### config.mk
export PLATFORM = sky130hd
export DESIGN_NAME = qfrac_fb_div
export DESIGN_NICKNAME = d
export VERILOG_FILES = /design/src/rtl/qfd_pkg.sv /design/src/rtl/qfd_word_sel.sv /design/src/rtl/qfd_frac_acc.sv /design/src/rtl/qfd_divisor.sv /design/src/rtl/qfrac_fb_div.sv
export SDC_FILE = /design/constraint.sdc
export NUM_CORES = 1
export LEC_CHECK = 0
export BUFFER_PORTS_ARGS = -buffer_cell sky130_fd_sc_hd__buf_2
export CORE_ASPECT_RATIO = 1.75
export CORE_UTILIZATION = 27
export DETAILED_ROUTE_END_ITERATION = 8
export PLACE_DENSITY = 0.43
export SLEW_MARGIN = 30
export SYNTH_ARGS = -nofsm -noshare
export SYNTH_HDL_FRONTEND = slang
export SYNTH_SLANG_ARGS = --single-unit
export TNS_END_PERCENT = 20
### constraint.sdc
create_clock -name clk -period 3 [get_ports clk]
set_clock_uncertainty 0.1 [all_clocks]
set_input_delay 0.15 -clock clk [delete_from_list [all_inputs] [get_ports clk]]
set_output_delay 0.15 -clock clk [all_outputs]
set_load 0.005 [all_outputs]
### src/rtl/qfd_pkg.sv
package qfd_pkg;
    // Bits dropped by the coarse shift; also the fraction width.
    localparam int SHIFT_W = 2;
    // Smallest period the counter can produce.
    localparam int MIN_DIV = 2;

    typedef enum logic [0:0] {
        ST_START = 1'b0,
        ST_COUNT = 1'b1
    } div_state_t;
endpackage

### src/rtl/qfd_word_sel.sv
module qfd_word_sel
    import qfd_pkg::*;
#(
    parameter int N_W = 18
) (
    input  logic [N_W-1:0]     word_a,
    input  logic [N_W-1:0]     word_b,
    input  logic               sel_b,
    input  logic               shift_en_n,
    input  logic               frac_en_n,
    output logic [N_W-1:0]     base,
    output logic [SHIFT_W-1:0] frac,
    output logic               frac_act
);
    localparam int NUM_WORDS = 2;

    logic [N_W-1:0] bank [NUM_WORDS];
    logic [N_W-1:0] active;
    logic           shift_on;

    assign bank[0] = word_a;
    assign bank[1] = word_b;

    assign active   = bank[sel_b];
    assign shift_on = ~shift_en_n;

    // Integer part: whole word, or the word with its low bits removed.
    assign base     = shift_on ? (active >> SHIFT_W) : active;
    assign frac     = active[SHIFT_W-1:0];
    assign frac_act = shift_on & ~frac_en_n;
endmodule

### src/rtl/qfd_frac_acc.sv
module qfd_frac_acc
    import qfd_pkg::*;
(
    input  logic               clk,
    input  logic               rst_n,
    input  logic               load_en,
    input  logic               frac_act,
    input  logic [SHIFT_W-1:0] frac,
    output logic               carry,
    output logic [SHIFT_W-1:0] acc_q
);
    logic [SHIFT_W:0] sum;

    assign sum   = {1'b0, acc_q} + {1'b0, frac};
    assign carry = frac_act & sum[SHIFT_W];

    always_ff @(posedge clk or negedge rst_n) begin
        if (!rst_n) begin
            acc_q <= '0;
        end else if (load_en) begin
            acc_q <= frac_act ? sum[SHIFT_W-1:0] : '0;
        end
    end
endmodule

### src/rtl/qfd_divisor.sv
module qfd_divisor
    import qfd_pkg::*;
#(
    parameter int N_W   = 18,
    parameter int CNT_W = N_W + 1
) (
    input  logic [N_W-1:0]   base,
    input  logic             carry,
    output logic [CNT_W-1:0] div_val
);
    localparam logic [CNT_W-1:0] FLOOR = CNT_W'(MIN_DIV);

    logic [CNT_W-1:0] raw;

    assign raw     = CNT_W'(base) + CNT_W'(carry);
    assign div_val = (raw < FLOOR) ? FLOOR : raw;
endmodule

### src/rtl/qfrac_fb_div.sv
module qfrac_fb_div
    import qfd_pkg::*;
#(
    parameter int N_W = 18
) (
    input  logic           clk,
    input  logic           rst_n,
    input  logic [N_W-1:0] n_word_a,
    input  logic [N_W-1:0] n_word_b,
    input  logic           sel_b,
    input  logic           shift_en_n,
    input  logic           frac_en_n,
    output logic           div_pulse
);
    localparam int               CNT_W = N_W + 1;
    localparam logic [CNT_W-1:0] LAST  = CNT_W'(1);

    div_state_t         state_q, state_d;
    logic [CNT_W-1:0]   cnt_q;
    logic [N_W-1:0]     base;
    logic [SHIFT_W-1:0] frac;
    logic [SHIFT_W-1:0] acc_q;
    logic               frac_act;
    logic               carry;
    logic [CNT_W-1:0]   div_val;
    logic               at_last;
    logic               load_en;

    qfd_word_sel #(.N_W(N_W)) u_sel (
        .word_a     (n_word_a),
        .word_b     (n_word_b),
        .sel_b      (sel_b),
        .shift_en_n (shift_en_n),
        .frac_en_n  (frac_en_n),
        .base       (base),
        .frac       (frac),
        .frac_act   (frac_act)
    );

    qfd_frac_acc u_acc (
        .clk      (clk),
        .rst_n    (rst_n),
        .load_en  (load_en),
        .frac_act (frac_act),
        .frac     (frac),
        .carry    (carry),
        .acc_q    (acc_q)
    );

    qfd_divisor #(.N_W(N_W), .CNT_W(CNT_W)) u_div (
        .base    (base),
        .carry   (carry),
        .div_val (div_val)
    );

    assign at_last = (state_q == ST_COUNT) && (cnt_q == LAST);
    assign load_en = (state_q == ST_START) || at_last;

    // Next state: launch from START, then stay in COUNT (tick / wrap).
    always_comb begin
        state_d = state_q;
        unique case (state_q)
            ST_START: state_d = ST_COUNT;
            ST_COUNT: state_d = ST_COUNT;
        endcase
    end

    // State register.
    always_ff @(posedge clk or negedge rst_n) begin
        if (!rst_n) begin
            state_q <= ST_START;
        end else begin
            state_q <= state_d;
        end
    end

    // Counter and pulse output.
    always_ff @(posedge clk or negedge rst_n) begin
        if (!rst_n) begin
            cnt_q     <= '0;
            div_pulse <= 1'b0;
        end else begin
            unique case (state_q)
                ST_START: begin
                    cnt_q     <= div_val;
                    div_pulse <= 1'b0;
                end
                ST_COUNT: begin
                    if (at_last) begin
                        cnt_q     <= div_val;
                        div_pulse <= 1'b1;
                    end else begin
                        cnt_q     <= cnt_q - LAST;
                        div_pulse <= 1'b0;
                    end
                end
            endcase
        end
    end
endmodule

==> run_results.csv, run 1 <==
group,metric,value,unit
yosys,synth_area_per_cell,9.572,µm²
yosys,synth.most_common_cell,"nor2_1",
die,core-area,8258,µm²
sta,final-setup-viol-count,0,
global_route,grtUsageTotal,14.07,%
yosys,ys_seq_area_share,25.05,%
sta,tns,0,ns
routing,antenna_left,0,
routing,via_count,2004,
setup_path,crit_cells,12,
setup_path,r2r-end,"cnt_q[0]$_DFF_PN0_",
clocking,clockBufferDepth,2,
routing,viasPerCell,5.138,
sta,fin_crit,2.806,ns
worst_hold_path,hold_start,"frac_en_n",
clocking,cts_tree,"yes",
run_status,status,"completed",
sta,tightest_slew,0.5330,ns
sta,fin_ws,0.1942,ns
placement,gp_congestion,0.7931,
power_and_ir_drop,p_leak,0.001130,µW
global_route,grt_max_degree,24,
die,die_w,71.73,µm
yosys,netlist_top_cells_area,"dfrtp_1 (25%), mux4_2 (12%), xnor2_1 (7.2%)",
sta,final_max_slew_viol_count,0,
yosys,synthArstFlopShare,100.0,%
worst_hold_path,hold_depth,4,
sta,final.period_utilization,93.53,%
placement,portBuffers,41,
power_and_ir_drop,powerDensity,362.3,nW/µm²
cells_and_area,multi_input_comb_area,1695,µm²
yosys,synth_common_cells,"nor2_1 (25), dfrtp_1 (23), nand2_1 (19), xnor2_1 (19), xor2_1 (16)",
clocking,hold_buffers,1,
clocking,cts_sinks,23,
cells_and_area,fin_util,34.65,%
yosys,post-synth-top-area-cell,"dfrtp_1",
setup_path,crit_required,3.05,ns
power_and_ir_drop,irDropWorstVdd,186.2,µV
die,rows,44,
setup_path,worst_setup_path_start_kind,"register",
yosys,netlist.area_leader.share,25.05,%
cells_and_area,nNetsFinal,346,
yosys,synth.cell_area,2297,µm²
routing,drc,0,
yosys,postSynthCellCount,240,
routing,drt_iter0_drc,71,
setup_path,r2r_slack,0.19,ns
cells_and_area,syn2layout_area_growth,24.56,%
setup_path,arrival,2.86,ns
sta,fmax,356.4,MHz
setup_path,cp_common_cell,"ha_2",
die,die_y,124.0,µm
setup_path,crit_buf_inv,1,
clocking,clk_latency,0.27,ns
global_route,grt_pass1_wl,9577,µm
clocking,clk_root_buffer_cell,"clkbuf_16",
clocking,post_cts_resized,0,
cells_and_area,n_antenna_cell,0,
cells_and_area,seq_area,575.6,µm²
setup_path,path_class,"register to register",
clocking,cts_made_buffers,3,
setup_path,slowest_stage,"dfrtp_1",
setup_path,max_stage_delay,0.36,ns
worst_hold_path,min_to,"u_acc.acc_q[0]$_DFFE_PN0P_",
yosys,synth_edf_count,0,
yosys,yosysWarnings,0,
yosys,synth_ff_type,"dfrtp_1",
setup_path,cp_top_family,"simple AND/OR/NAND/NOR gates",
cells_and_area,nFillCells,864,
setup_path,reg2reg_depth,12,
cells_and_area,layout-drive-gt1-share,35.23,%
routing,routedWlPerCell,14.78,µm
worst_hold_path,hold_class,"primary input to register",
die,pin_count,42,
setup_path,setup.worst_path.end_class,"register",
clocking,post-cts-setup-buffers,0,
global_route,gr-total-overflow,0,
placement,dpl.hpwl,4896,µm
setup_path,r2r-start,"u_acc.acc_q[0]$_DFFE_PN0P_",
sta,finalHoldViolations,0,
die,initial_core_util,27.82,%
die,dieArea,8895,µm²
global_route,grt_pass1_vias,2001,
sta,slew_headroom,64.47,%
global_route,antenna_found_initial,0,
routing,wirelength,5764,µm
sta,hold_ws,0.1250,ns
yosys,synth_seq_cells,23,
yosys,synth_nets,287,
routing,first_pass_iters,4,
setup_path,cp_max_fo,4,
clocking,htreeDepth,1,
setup_path,path_cells,"ha_2 -> inv_1 -> fa_2 -> nor3_2 -> ha_2 -> nor2b_4 -> a2bb2oi_4 -> nor4b_2 -> xor2_1 -> and4b_1 -> nand3_1 -> o31a_1",
run,max_cap_viol_count,0,
placement,place_ws,0.08149,ns
clocking,path_clk_slew,0.06,ns
yosys,synth_cell_types,54,
sta,grt_setup_unrepaired,"false",
[report_power, final]
| group | internal [µW] | switching [µW] |
|---|---|---|
| clock network | 180 | 120 |
| logic | 168 | 176 |
| registers | 349 | 43.0 |
| total | 698 | 339 |
[cell families after synthesis]
family,Yosys count,synth area share [%]
buffers and inverters,15,4.248
adders and majority gates,6,3.595
AOI/OAI and AO/OA,36,10.24
muxes,25,19.17
xor gates and xnor gates,35,13.34
and+or+nand+nor,99,24.18
other,1,0.1632
DFF,23,25.05
[sequential cells by signal, indices dropped and copies added, names as in the netlist]
name,cells
cnt_q,19
state_q,1
div_pulse,1
u_acc.acc_q,2
[through the flow]
| step | total power, µW | instance area [µm²] | cells |
|---|---|---|---|
| final | 1037 | 2861 | 390 |
| after global routing | 1103 | 2861 | 390 |
| after CTS | 1050 | 2861 | 390 |
| after detailed placement | 744.9 | 2771 | 385 |
| after global placement | 745.3 | 2771 | 385 |
| after floorplan | 632.3 | 2369 | 240 |
[per-layer routing]
| layer | up-vias | share of wire, % | track usage [%] |
|---|---|---|---|
| met5 | - | 0 | 0 |
| met4 | 0 | 1.8 | 5.147 |
| met3 | 5 | 1.8 | 0.9709 |
| met2 | 37 | 59 | 28.60 |
| met1 | 960 | 37 | 14.64 |
| li1 | 1002 | - | - |
[worst max-delay path by stage]
stage / startpoint / end / slack (ns)
after floorplan: sel_b / cnt_q[0]$_DFF_PN0_ / -0.01
after global placement: sel_b / cnt_q[0]$_DFF_PN0_ / 0.12
after detailed placement: sel_b / cnt_q[0]$_DFF_PN0_ / 0.08
after CTS: u_acc.acc_q[0]$_DFFE_PN0P_ / cnt_q[0]$_DFF_PN0_ / 0.18
after global routing: u_acc.acc_q[0]$_DFFE_PN0P_ / cnt_q[0]$_DFF_PN0_ / 0.008
final: u_acc.acc_q[0]$_DFFE_PN0P_ / cnt_q[0]$_DFF_PN0_ / 0.19
[worst register-to-register path, delay by kind of cell (launching register included)]
kind / cells / cell delay, ns
DFF: 1 / 0.36
and+or+nand+nor: 5 / 0.92
xor gates and xnor gates: 1 / 0.13
adders and majority gates: 3 / 0.72
AOI/OAI and AO/OA: 2 / 0.41
buffers and inverters: 1 / 0.04
[cell type report]
| type | instances | area share [%] |
|---|---|---|
| clock inverters | 1 | 0.1749 |
| well taps | 92 | 4.023 |
| multi-input cells | 202 | 59.25 |
| flip-flops and latches | 23 | 20.11 |
| clock buffers | 3 | 2.624 |
| inverters | 6 | 0.7871 |
| repair buffers | 63 | 13.03 |
[cell usage in the layout (no fill, tap or decap), types with 4 or more instances in the layout]
master	synthesis	final
nor4_1	7	7
nand4_1	4	4
xnor2_1	19	19
a21oi_1	14	13
buf_4	0	21
nor3b_1	4	4
nor3_1	8	7
nand3_1	8	8
o21ai_0	8	7
buf_2	2	41
xor2_1	16	16
nor2_1	25	25
mux4_2	12	12
mux2i_1	5	5
dfrtp_1	23	23
nand2_1	19	18
inv_1	6	6
mux2_2	6	5
No activity file was read; power rests on OpenSTA's default activity.
==> inputs of run 2 (changes only) <==
- SYNTH_HIERARCHICAL: default -> 1
- clock period: 3 -> 3.1 ns (I/O delays scaled with it)
==> run_results.csv, run 2 <==
group,metric,value,unit
yosys,ys_seq_area_share,24.57,%
cells_and_area,nFillCells,920,
routing,via_count,2059,
yosys,netlist_top_cells_area,"dfrtp_1 (25%), mux4_2 (12%), xnor2_1 (7.9%)",
worst_hold_path,hold_class,"primary input to register",
routing,first_pass_iters,4,
die,dieArea,9066,µm²
global_route,use_met2,31.34,%
placement,place_area,2816,µm²
power_and_ir_drop,p_leak,0.001182,µW
placement,gp_congestion,0.7590,
cells_and_area,final_common_cell,"buf_2",
global_route,grt_pass1_wl,10650,µm
cells_and_area,final_cell_mix,"buf_2 (41), nand2_1 (31), buf_4 (26)",
die,initial_core_util,27.99,%
setup_path,worst_setup_path_start_kind,"register",
clocking,clk_latency,0.26,ns
placement,portBuffers,41,
setup_path,setup.worst_path.end_class,"register",
routing,wirelength,6341,µm
setup_path,crit_required,3.15,ns
global_route,gr-total-overflow,0,
clocking,cts_made_buffers,3,
yosys,synth.most_common_cell,"nand2_1",
die,core-area,8368,µm²
sta,fin_crit,2.903,ns
yosys,synth_edf_count,0,
yosys,synthArstFlopShare,100.0,%
placement,place_ws,-0.1450,ns
sta,hold_ws,0.2274,ns
sta,fin_ws,0.1974,ns
routing,viasPerCell,4.879,
sta,fmax,344.5,MHz
cells_and_area,top_register,"cnt_q",
clocking,path_clk_slew,0.07,ns
cells_and_area,n_antenna_cell,0,
sta,grt_setup_unrepaired,"false",
yosys,netlist.area_leader.share,24.57,%
yosys,synth_area_per_cell,9.521,µm²
yosys,synth_nets,293,
cells_and_area,nNetsFinal,355,
global_route,grt_util_met3,0.8058,%
global_route,grt_max_degree,25,
yosys,yosysWarnings,6,
routing,drc,0,
global_route,grt_pass1_vias,2235,
yosys,synth_cell_types,49,
clocking,clockBufferDepth,2,
yosys,synth_common_cells,"nand2_1 (31), dfrtp_1 (23), xnor2_1 (21), nand3_1 (14), nor2_1 (14)",
cells_and_area,final_cell_area,2920,µm²
routing,routedWlPerCell,15.03,µm
clocking,post-cts-setup-buffers,0,
sta,final-setup-viol-count,0,
cells_and_area,layout-drive-gt1-share,36.48,%
placement,dpl.hpwl,5309,µm
die,pin_count,42,
sta,tightest_slew,0.8228,ns
cells_and_area,reg_top3,"cnt_q: 19 flops, u_acc/acc_q: 2 flops",
setup_path,path_class,"register to register",
yosys,synth_ff_type,"dfrtp_1",
clocking,clk_root_buffer_cell,"clkbuf_16",
setup_path,cp_max_fo,4,
power_and_ir_drop,powerDensity,360.0,nW/µm²
routing,drt_iter0_drc,73,
global_route,grtUsageMet1,15.07,%
clocking,cts_tree,"yes",
power_and_ir_drop,irDropWorstVdd,179.5,µV
setup_path,arrival,2.96,ns
cells_and_area,largest_reg_flops,19,
cells_and_area,syn2layout_area_growth,24.68,%
sta,finalHoldViolations,0,
clocking,cts_sinks,23,
run_status,status,"completed",
yosys,post-synth-top-area-cell,"dfrtp_1",
clocking,htreeDepth,1,
global_route,busiest_layer,"met2",
sta,final.period_utilization,93.63,%
sta,final_max_slew_viol_count,0,
yosys,postSynthCellCount,246,
yosys,synth.cell_area,2342,µm²
run,max_cap_viol_count,0,
yosys,synth_seq_cells,23,
sta,slew_headroom,44.69,%
die,die_y,125.2,µm
global_route,grtUsageTotal,15.31,%
die,die_w,72.41,µm
global_route,antenna_found_initial,0,
routing,antenna_left,0,
die,rows,44,
==> run 2: cell count changes after synthesis, sizes merged, moves of 3 or more <==
cell   previous run  this run
a21oi            14         1
nand2            21        31
xor2             16        12
o21ai             9        23
mux2i             5        12
o31ai             3         0
nor3b             4         1
nand3             9        15
nor2             26        14
==> run 2: worst max-delay path, cell delays in order, from the launching register on <==
cell and delay (ns):
dfrtp_1 0.40, ha_1 0.20, fa_1 0.35, and2_1 0.15
ha_2 0.18, ha_2 0.18, buf_4 0.13, nand2_1 0.14
nor3_1 0.08, mux2_2 0.29, nor4_2 0.30, a41oi_1 0.15
nand2_1 0.11, o21ai_2 0.05
==> run 2: timing repair <==
action,4_1_cts,5_1_grt
endpoints found under the hold margin,23,0
resized for setup,0,3
hold buffers,1,0
endpoints found under the setup margin,0,2
==> run 2: through the flow <==
step	instances	total power (µW)	util (%)	setup TNS, ns
after floorplan	246	648.0	-	0
after global placement	417	761.3	33.66	-0.1669
after detailed placement	417	760.9	33.66	-0.2506
after CTS	422	1056	34.72	0
after global routing	422	1116	34.90	0
final	422	1051	34.90	0
==> run 2: area by class of cell <==
class | instances | area, µm² | share of cell area (%)
multi-input cells | 205 | 1685 | 57.71
flip-flops and latches | 23 | 575.6 | 19.71
repair buffers | 68 | 410.4 | 14.05
well taps | 115 | 143.9 | 4.927
clock buffers | 4 | 78.83 | 2.699
inverters | 7 | 26.28 | 0.8997
==> run 2: report_power, final <==
part	switching [µW]	internal, µW	leakage (µW)
combinational	194	172	0.000857
sequential	50.2	339	0.000286
clock	119	176	0.0000382
==> run 2: cells by family (layout without fill, tap and decap cells) <==
| family | after synthesis | in the layout | synth area share [%] |
|---|---|---|---|
| AOI/OAI and AO/OA | 32 | 32 | 9.989 |
| other | 1 | 1 | 0.1601 |
| muxes | 28 | 28 | 18.75 |
| buffers and inverters | 18 | 79 | 4.647 |
| DFF | 23 | 23 | 24.57 |
| xor gates and xnor gates | 33 | 33 | 12.34 |
| and+or+nand+nor | 105 | 105 | 26.01 |
| adders and majority gates | 6 | 6 | 3.526 |
==> run 2: path summary, 6_finish.rpt <==
path | from | to | slack (ns) | depth (start not counted)
setup / recovery | u_acc/acc_q[0]$_DFFE_PN0P_ | cnt_q[0]$_DFF_PN0_ | 0.20 | 13
hold / removal | frac_en_n | u_acc/acc_q[1]$_DFFE_PN0P_ | 0.23 | 5
setup reg to reg | u_acc/acc_q[0]$_DFFE_PN0P_ | cnt_q[0]$_DFF_PN0_ | 0.20 | 13
hold reg to reg | cnt_q[0]$_DFF_PN0_ | cnt_q[0]$_DFF_PN0_ | 0.43 | 1
max in group asynchronous | rst_n | cnt_q[15]$_DFF_PN0_ | 2.22 | 2
min in group asynchronous | rst_n | cnt_q[12]$_DFF_PN0_ | 0.30 | 2
==> run 2: routing by layer <==
| metal | part of all wire (%) | vias to the layer above |
|---|---|---|
| met5 | 0 | - |
| met4 | 2.0 | 0 |
| met1 | 36 | 985 |
| met2 | 60 | 46 |
| li1 | - | 1021 |
| met3 | 1.8 | 7 |
